===== src/rtl/dram_lp_seq.sv =====
module dram_lp_seq #(
  parameter int THR_W = 16,
  parameter int SCALE_SH = 10
) (
  input  logic             clk,
  input  logic             rst_n,
  input  logic             bus_idle,
  input  logic             bus_req,
  input  logic             exit_done,
  input  logic             dram_is_lp4,
  input  logic [THR_W-1:0] cfg_pd_thr,
  input  logic [THR_W-1:0] cfg_sr_thr,
  input  logic [THR_W-1:0] cfg_srcg_thr,
  input  logic [THR_W-1:0] cfg_srpd_thr,
  input  logic [THR_W-1:0] cfg_stby_thr,
  output logic [5:0]       state_req,
  output logic             gate_ctrl_clk,
  output logic             gate_pi_clk,
  output logic             gate_phy_clk,
  output logic             gate_dram_clk,
  output logic             wake_pend
);
  localparam int NS    = 6;
  localparam int CNT_W = THR_W + SCALE_SH;
  localparam int IDX_W = $clog2(NS);

  logic [NS-1:0]    st;
  logic [THR_W-1:0] t_pd, t_sr, t_cg, t_sp, t_sb;
  logic             lp4_q;
  logic [CNT_W-1:0] cnt, cnt_nxt;
  logic             pend_q;
  logic [NS-1:1]    hit;
  logic [IDX_W-1:0] tgt, cur;

  wire busy     = ~bus_idle | bus_req;
  wire idle_now = ~busy & ~pend_q;
  wire active   = st[0];

  assign cnt_nxt = idle_now ? ((&cnt) ? cnt : cnt + 1'b1) : '0;

  assign hit[1] = (t_pd != '0) && (cnt_nxt >= CNT_W'(t_pd));
  assign hit[2] = (t_sr != '0) && (cnt_nxt >= {t_sr, {SCALE_SH{1'b0}}});
  assign hit[3] = (t_cg != '0) && (cnt_nxt >= {t_cg, {SCALE_SH{1'b0}}});
  assign hit[4] = lp4_q && (t_sp != '0) && (cnt_nxt >= {t_sp, {SCALE_SH{1'b0}}});
  assign hit[5] = (t_sb != '0) && (cnt_nxt >= CNT_W'(t_sb));

  always_comb begin
    tgt = '0;
    cur = '0;
    for (int i = 1; i < NS; i++) begin
      if (hit[i]) tgt = IDX_W'(i);
      if (st[i])  cur = IDX_W'(i);
    end
  end

  always_ff @(posedge clk or negedge rst_n) begin
    if (!rst_n) begin
      st     <= NS'(1);
      cnt    <= '0;
      pend_q <= 1'b0;
      t_pd   <= '0;
      t_sr   <= '0;
      t_cg   <= '0;
      t_sp   <= '0;
      t_sb   <= '0;
      lp4_q  <= 1'b0;
    end else begin
      cnt <= cnt_nxt;
      if (active) begin
        t_pd  <= cfg_pd_thr;
        t_sr  <= cfg_sr_thr;
        t_cg  <= cfg_srcg_thr;
        t_sp  <= cfg_srpd_thr;
        t_sb  <= cfg_stby_thr;
        lp4_q <= dram_is_lp4;
      end
      if (!active && busy) begin
        st     <= NS'(1);
        pend_q <= 1'b1;
      end else begin
        if (exit_done) pend_q <= 1'b0;
        if (tgt > cur) st <= NS'(1) << tgt;
      end
    end
  end

  assign state_req     = st;
  assign wake_pend     = pend_q;
  assign gate_ctrl_clk = st[3] | st[4] | st[5];
  assign gate_pi_clk   = st[5];
  assign gate_phy_clk  = st[5];
  assign gate_dram_clk = st[5];

  a_r12_onehot: assert property (@(posedge clk) disable iff (!rst_n) $onehot(st));
  a_r6_no_shallower: assert property (@(posedge clk) disable iff (!rst_n)
    !busy |=> (st >= $past(st)));
  a_r9_wake: assert property (@(posedge clk) disable iff (!rst_n)
    (!st[0] && busy) |=> (st[0] && pend_q));
  a_r9_hold_active: assert property (@(posedge clk) disable iff (!rst_n)
    pend_q |-> st[0]);
  a_r7_lp4_only: assert property (@(posedge clk) disable iff (!rst_n)
    st[4] |-> lp4_q);
  a_r10_frozen: assert property (@(posedge clk) disable iff (!rst_n)
    !st[0] |=> ($stable(t_pd) && $stable(t_sr) && $stable(t_cg) &&
                $stable(t_sp) && $stable(t_sb) && $stable(lp4_q)));
endmodule


===== config.mk =====
export PLATFORM = sky130hd
export DESIGN_NAME = dram_lp_seq
export DESIGN_NICKNAME = d
export VERILOG_FILES = /design/src/rtl/dram_lp_seq.sv
export SDC_FILE = /design/constraint.sdc
export NUM_CORES = 1
export LEC_CHECK = 0
export CAP_MARGIN = 10
export CORE_ASPECT_RATIO = 1.1
export CORE_MARGIN = 4
export CORE_UTILIZATION = 35
export CTS_BUF_LIST = sky130_fd_sc_hd__clkbuf_4
export DETAILED_ROUTE_END_ITERATION = 6
export GPL_ROUTABILITY_DRIVEN = 0
export PLACE_DENSITY = 0.52
export SYNTH_ARGS = -nofsm -noshare
export SYNTH_HDL_FRONTEND = slang
export SYNTH_SLANG_ARGS = --single-unit

===== constraint.sdc =====
create_clock -name clk -period 7.7 [get_ports clk]
set_input_delay 1.54 -clock clk [delete_from_list [all_inputs] [get_ports clk]]
set_output_delay 1.54 -clock clk [all_outputs]
set_load 0.03 [all_outputs]

### Word level (Yosys, flattened, before mapping)

Index checks and enable logic that the tools add are counted.

| cells by class | value |
|---|---|
| add/subtract/negate cells | 1 |
| $lt $le $gt $ge | 6 |
| shift operators | 1 |
| muxes and demuxes | 16 |
| bitwise gates (word level) | 7 |
| reductions and logical operators | 16 |

Operators with widths:

| operator | count |
|---|---|
| 16-bit nonzero test | 5 |
| 26-bit greater-or-equal comparator | 3 |
| 26-bit by 16-bit greater-or-equal comparator with 1-bit output | 2 |
| 26-bit 2-to-1 mux | 2 |
| 26-bit by 1-bit adder with 26-bit output (second input constant) | 1 |
| 26-bit AND reduction | 1 |
| 3-bit 2-to-1 mux | 7 |
| 6-bit 2-to-1 mux | 2 |
| 1-bit logical AND | 7 |
| 1-bit by 3-bit << shifter with 6-bit output (first input constant) | 1 |
| 1-bit 2-to-1 mux | 4 |
| 2-bit nonzero test | 2 |
| 3-bit > comparator | 1 |
| 1-bit NOT | 3 |
| 1-bit OR | 3 |
| 2-bit 2-to-1 mux | 1 |
| 1-bit AND | 1 |
| 1-bit zero test | 1 |

| word-level totals | value |
|---|---|
| register bits | 114 |
| bits of input ports | 86 |
| output and inout bits | 11 |
| logic and storage cells | 56 |

### Longest topological paths before layout

| depth | value |
|---|---|
| word-level depth | 15 |
| mapped depth | 25 |

### Least setup slack after synthesis

No wires, ideal clock.

| timing path | value |
|---|---|
| path kind | input to register |
| start | input bus_req |
| end | register st[1] (netlist: state_req[1]) |
| arrival time | 5.401 ns |
| slack | 2.157 ns |
| cell stages on the path | 22 |
| buffers on the path | 2 |
| cells stage by stage | inv_1 -> nand3_1 -> clkbuf_1 -> clkbuf_1 -> nor2_1 -> ha_1 -> nor2b_1 -> o21a_1 -> o21ai_0 -> a21oi_1 -> o31a_1 -> o21a_1 -> a41oi_1 -> nand2b_1 -> a21oi_1 -> ha_1 -> nor2b_1 -> o21a_1 -> o21ai_1 -> nor2b_1 -> nand4b_1 -> o41ai_1 |

| on the way | value |
|---|---|
| word-level cells in the longest chain between the ends | 14 |
| elaborated cells between the ends (all ways) | 25 |
| classes of those cells | order compare (6); shift (1); mux (8); bitwise (3); reduce/logical (7) |

Ends and longest elaborated chain:

| what | line | text |
|---|---|---|
| start, declared | 8 | `input logic bus_req,` |
| 1-bit OR * | 35 | `wire busy = ~bus_idle \| bus_req;` |
| 1-bit NOT * | 36 | `wire idle_now = ~busy & ~pend_q;` |
| 1-bit AND * | 36 |  |
| 26-bit 2-to-1 mux * | 39 | `assign cnt_nxt = idle_now ? ((&cnt) ? cnt : cnt + 1'b1) : '0;` |
| net cnt_nxt[11] | 30 | `logic [CNT_W-1:0] cnt, cnt_nxt;` |
| 26-bit by 16-bit greater-or-equal comparator with 1-bit output | 41 | `assign hit[1] = (t_pd != '0) && (cnt_nxt >= CNT_W'(t_pd));` |
| 1-bit logical AND | 41 |  |
| 1-bit 2-to-1 mux | 51 | `if (hit[i]) tgt = IDX_W'(i);` |
| 2-bit 2-to-1 mux | 51 |  |
| 3-bit 2-to-1 mux (2 in a row) | 51 |  |
| 3-bit 2-to-1 mux * | 51 |  |
| parallel branches: the longest is 3 deep, another holds 3-bit > comparator | n/a |  |
| end signal, assigned | 82 | `if (tgt > cur) st <= NS'(1) << tgt;` |
| end, declared | 27 | `logic [NS-1:0] st;` |

Mark *: on every way through the listed nets, which the timed path passes. The select of a mux whose other input is x is not followed.
A chain may end at the register's enable or synchronous reset.

### Worst setup path after layout

| timing path | value |
|---|---|
| start | register cnt[0] |
| end | register st[1] (netlist: state_req[1]) |

| on the way | value |
|---|---|
| word-level cells in the longest chain between the ends | 13 |
| elaborated cells between the ends (all ways) | 24 |
| classes of those cells | add/sub (1); order compare (6); shift (1); mux (9); reduce/logical (7) |

Ends and longest elaborated chain:

| what | line | text |
|---|---|---|
| start, declared | 30 |  |
| start signal, assigned | 68 | `cnt <= cnt_nxt;` |
| 26-bit by 1-bit adder with 26-bit output / 26-bit AND reduction (equally long branches) | 39 |  |
| 26-bit 2-to-1 mux * (2 in a row) | 39 |  |
| net cnt_nxt[15] | 30 |  |
| 26-bit by 16-bit greater-or-equal comparator with 1-bit output | 41 |  |
| 1-bit logical AND | 41 |  |
| 1-bit 2-to-1 mux | 51 |  |
| 2-bit 2-to-1 mux | 51 |  |
| 3-bit 2-to-1 mux (2 in a row) | 51 |  |
| 3-bit 2-to-1 mux * | 51 |  |
| parallel branches: the longest is 3 deep, another holds 3-bit > comparator | n/a |  |

Marked as above.

==> results.ini <==
[critical_path]
reg2reg_from=cnt[0]
cp-startpoint=cnt[0]
cp_max_fo=10
cp.required_ns=8.10
crit_type=reg -> reg
end_kind=flip-flop
start_kind=flip-flop
worst_ep_arrival_time_ns=6.81

[logic_synthesis]
ys.warnings.count=0
synth_nets=980
synth_area_leaders=dfrtp_1, ha_1, o21ai_0
yosys_register_bits=114
yosysTopAreaCell=dfrtp_1
yosysMostFrequentCell=dfrtp_1
synth_cell_types=63
yosys_most_used_dff=dfrtp_1
synth_cells=810
post_synth_instance_area_mm2=0.007187
ys_seq_area_frac=0.3971
syn_area_per_cell_um2=8.873
yosysTopAreaCellShare=0.3935
synthTopCellsByCount=dfrtp_1, nand2_1, o21ai_0, inv_1, ha_1
synth_edf_count=0
synthArstFlopShare=1.000

[layout]
fillers=2042
final_nets=1077
layout.cells.non_filler=1173
post_route_cells_drive_above_1_share=0.06630
stdcell_area_mm2=0.008683
multi_input_area_mm2=0.003861
seq_area_mm2=0.002858
area.growth.synth_to_final_pct=20.82

[run_status]
status=finished clean

[grt]
antenna_found_initial=1
groute.usage.overall=0.1862
grt_overflow_total=0
grt_pass1_vias=6041
grt_max_degree=104
grt_pass1_wl_mm=33.06

[sta]
slew-limit-headroom=0.2988
tightest_slew_ns=1.035
maxSlewViolCount=0
fin_crit_sh=0.8328
tns_ns=0
rsz0062_at_grt=false
period_minus_slack_ns=6.413
finalHoldViolations=0
skew_ns=0.02269
max_freq_mhz=155.9
setup-violations-final=0

[routing]
route.detailed.drc=0
first_iter_violations=422
wl_mm=20.30
wl_per_cell_um=17.31
vias=6130
via_per_inst=5.226
final_antenna_net_count=0
drtPass1Iterations=5

[clock_tree]
cts.repair.resized=0
cts_max_level=4
cts.clk_slew.worst_paths_ns=0.11
cts_buffer_depth=2
post-cts-setup-buffer-count=0
cts_buffers=17
ctsHoldBuffers=0
cts_tree=done
root_buffer=clkbuf_4
worstSkewPairLatency_ns=0.54
cts.sinks=114

[flow_run]
maxCapViolCount=0

[floorplan]
die-area_mm2=0.02289
boundaryPins=97
die_w_um=144.6
die_y_um=158.3
initial_core_util=0.3594
row_count=54
core_mm2=0.02000

[min_path]
hp-start=lp4_q
hold_class=reg -> reg

[place]
dp_hpwl_mm=15.65
placed_cell_area_mm2=0.008424
portBuffers=96
place_inst=1140

[pwr]
leakagePower_nw=4.251
powerDensity_mw_per_mm2=155.1
irDropWorstVdd_mv=0.07091

[final timing paths]
path                                 to  depth (start not counted)  slack (ns)
hold reg to reg                   lp4_q                          2        0.55
min in group asynchronous       t_sb[1]                          1        1.06
hold / removal                    lp4_q                          2        0.55
setup reg to reg           state_req[1]                         25        1.29
setup / recovery           state_req[1]                         25        1.29
max in group asynchronous        cnt[2]                          2        5.40
[cell usage in the layout (no fill, tap or decap), types with 3 or more instances in the layout]
| master | count |
|---|---|
| nand2b_1 | 6 |
| and3_1 | 6 |
| nor2b_1 | 9 |
| mux2i_1 | 4 |
| clkdlybuf4s50_1 | 95 |
| dfrtp_1 | 113 |
| and4_2 | 3 |
| xnor2_1 | 10 |
| and4_1 | 7 |
| buf_4 | 13 |
| nand2_1 | 106 |
| clkinv_2 | 4 |
| a211oi_1 | 6 |
| clkinv_4 | 5 |
| or4_1 | 4 |
| nor3_1 | 8 |
| o211ai_1 | 3 |
| a21o_1 | 14 |
| nor3b_1 | 3 |
| mux2_2 | 5 |
| nand4_1 | 26 |
| or3_1 | 4 |
| a21oi_1 | 29 |
| o41ai_1 | 3 |
| inv_1 | 91 |
| clkbuf_4 | 19 |
| o21a_1 | 8 |
| ha_1 | 84 |
| xor2_1 | 9 |
| o21ai_0 | 97 |
| a41oi_1 | 3 |
| and2_1 | 3 |
| nand3_1 | 20 |
| nor2_1 | 31 |
| a31oi_1 | 4 |
| nor4_1 | 27 |
[cell type report]
cell class	instances	area share
multi-input combinational	575	0.4447
sequential	114	0.3291
timing repair buffer	108	0.1207
inverter	91	0.03934
tap	252	0.03631
clock buffer	19	0.01643
clock inverter	13	0.01311
antenna	1	0.0002882
[layer usage]
layer / up-vias / GRT usage / share of wire / wire, um
li1: 3074 / - / - / -
met5: - / 0 / 0 / 0
met3: 13 / 0.03545 / 0.042 / 855
met1: 2893 / 0.2776 / 0.50 / 10150
met2: 150 / 0.2825 / 0.45 / 9137
met4: 0 / 0.03865 / 0.0082 / 166
[flip-flops by register name, indices dropped and copies added, names as in the netlist]
| signal | flops |
|---|---|
| lp4_q | 1 |
| cnt | 26 |
| t_sr | 16 |
| t_sp | 16 |
| t_sb | 16 |
| t_pd | 16 |
| wake_pend | 1 |
| state_req | 6 |
| t_cg | 16 |
[per-stage QoR]
stage	hold slack (ns)	setup WS [ns]	total power, mW	utilization
final	0.5481	1.287	1.347	0.4342
after global routing	0.5977	0.8180	1.442	0.4342
after CTS	0.5590	1.283	1.369	0.4341
after detailed placement	0.5367	0.8039	0.9469	0.4212
after global placement	0.5214	0.8621	0.9457	0.4212
after floorplan	0.4907	2.157	0.8253	-
[where the power goes]
group,leakage (nW),internal (mW),total (mW),switching [mW]
registers,1.41,0.648,0.689,0.0414
clock network,0.144,0.167,0.415,0.248
logic,2.70,0.104,0.243,0.139
total,4.25,0.918,1.35,0.429
[critical path, cell delays in order (launching register included)]
cell and delay, ns:
dfrtp_1 0.51, ha_1 0.30, and3_1 0.21, and4_2 0.25, and2_1 0.25, nor4_1 0.27, buf_4 0.19, nand3_1 0.09
xor2_1 0.15, nor2_1 0.54, ha_1 0.37, a21o_1 0.19, a21oi_1 0.14, nor2b_1 0.06, o31a_1 0.23, o21a_1 0.19
a41oi_1 0.51, nand2b_1 0.22, a21oi_1 0.18, ha_1 0.26, nor2b_1 0.13, o21a_1 0.16, o21ai_1 0.52, nor2b_1 0.10
nand4b_1 0.17, o41ai_1 0.08
[cells by family after synthesis]
family                     count (synthesis)  synth area share
DFF                                      114            0.3971
xor gates and xnor gates                  19           0.02315
buffers and inverters                    121           0.06563
and+or+nand+nor                          276            0.1986
AOI/OAI and AO/OA                        187            0.1558
adders and majority gates                 84            0.1462
muxes                                      9           0.01340
No activity file was read; power rests on OpenSTA's default activity.
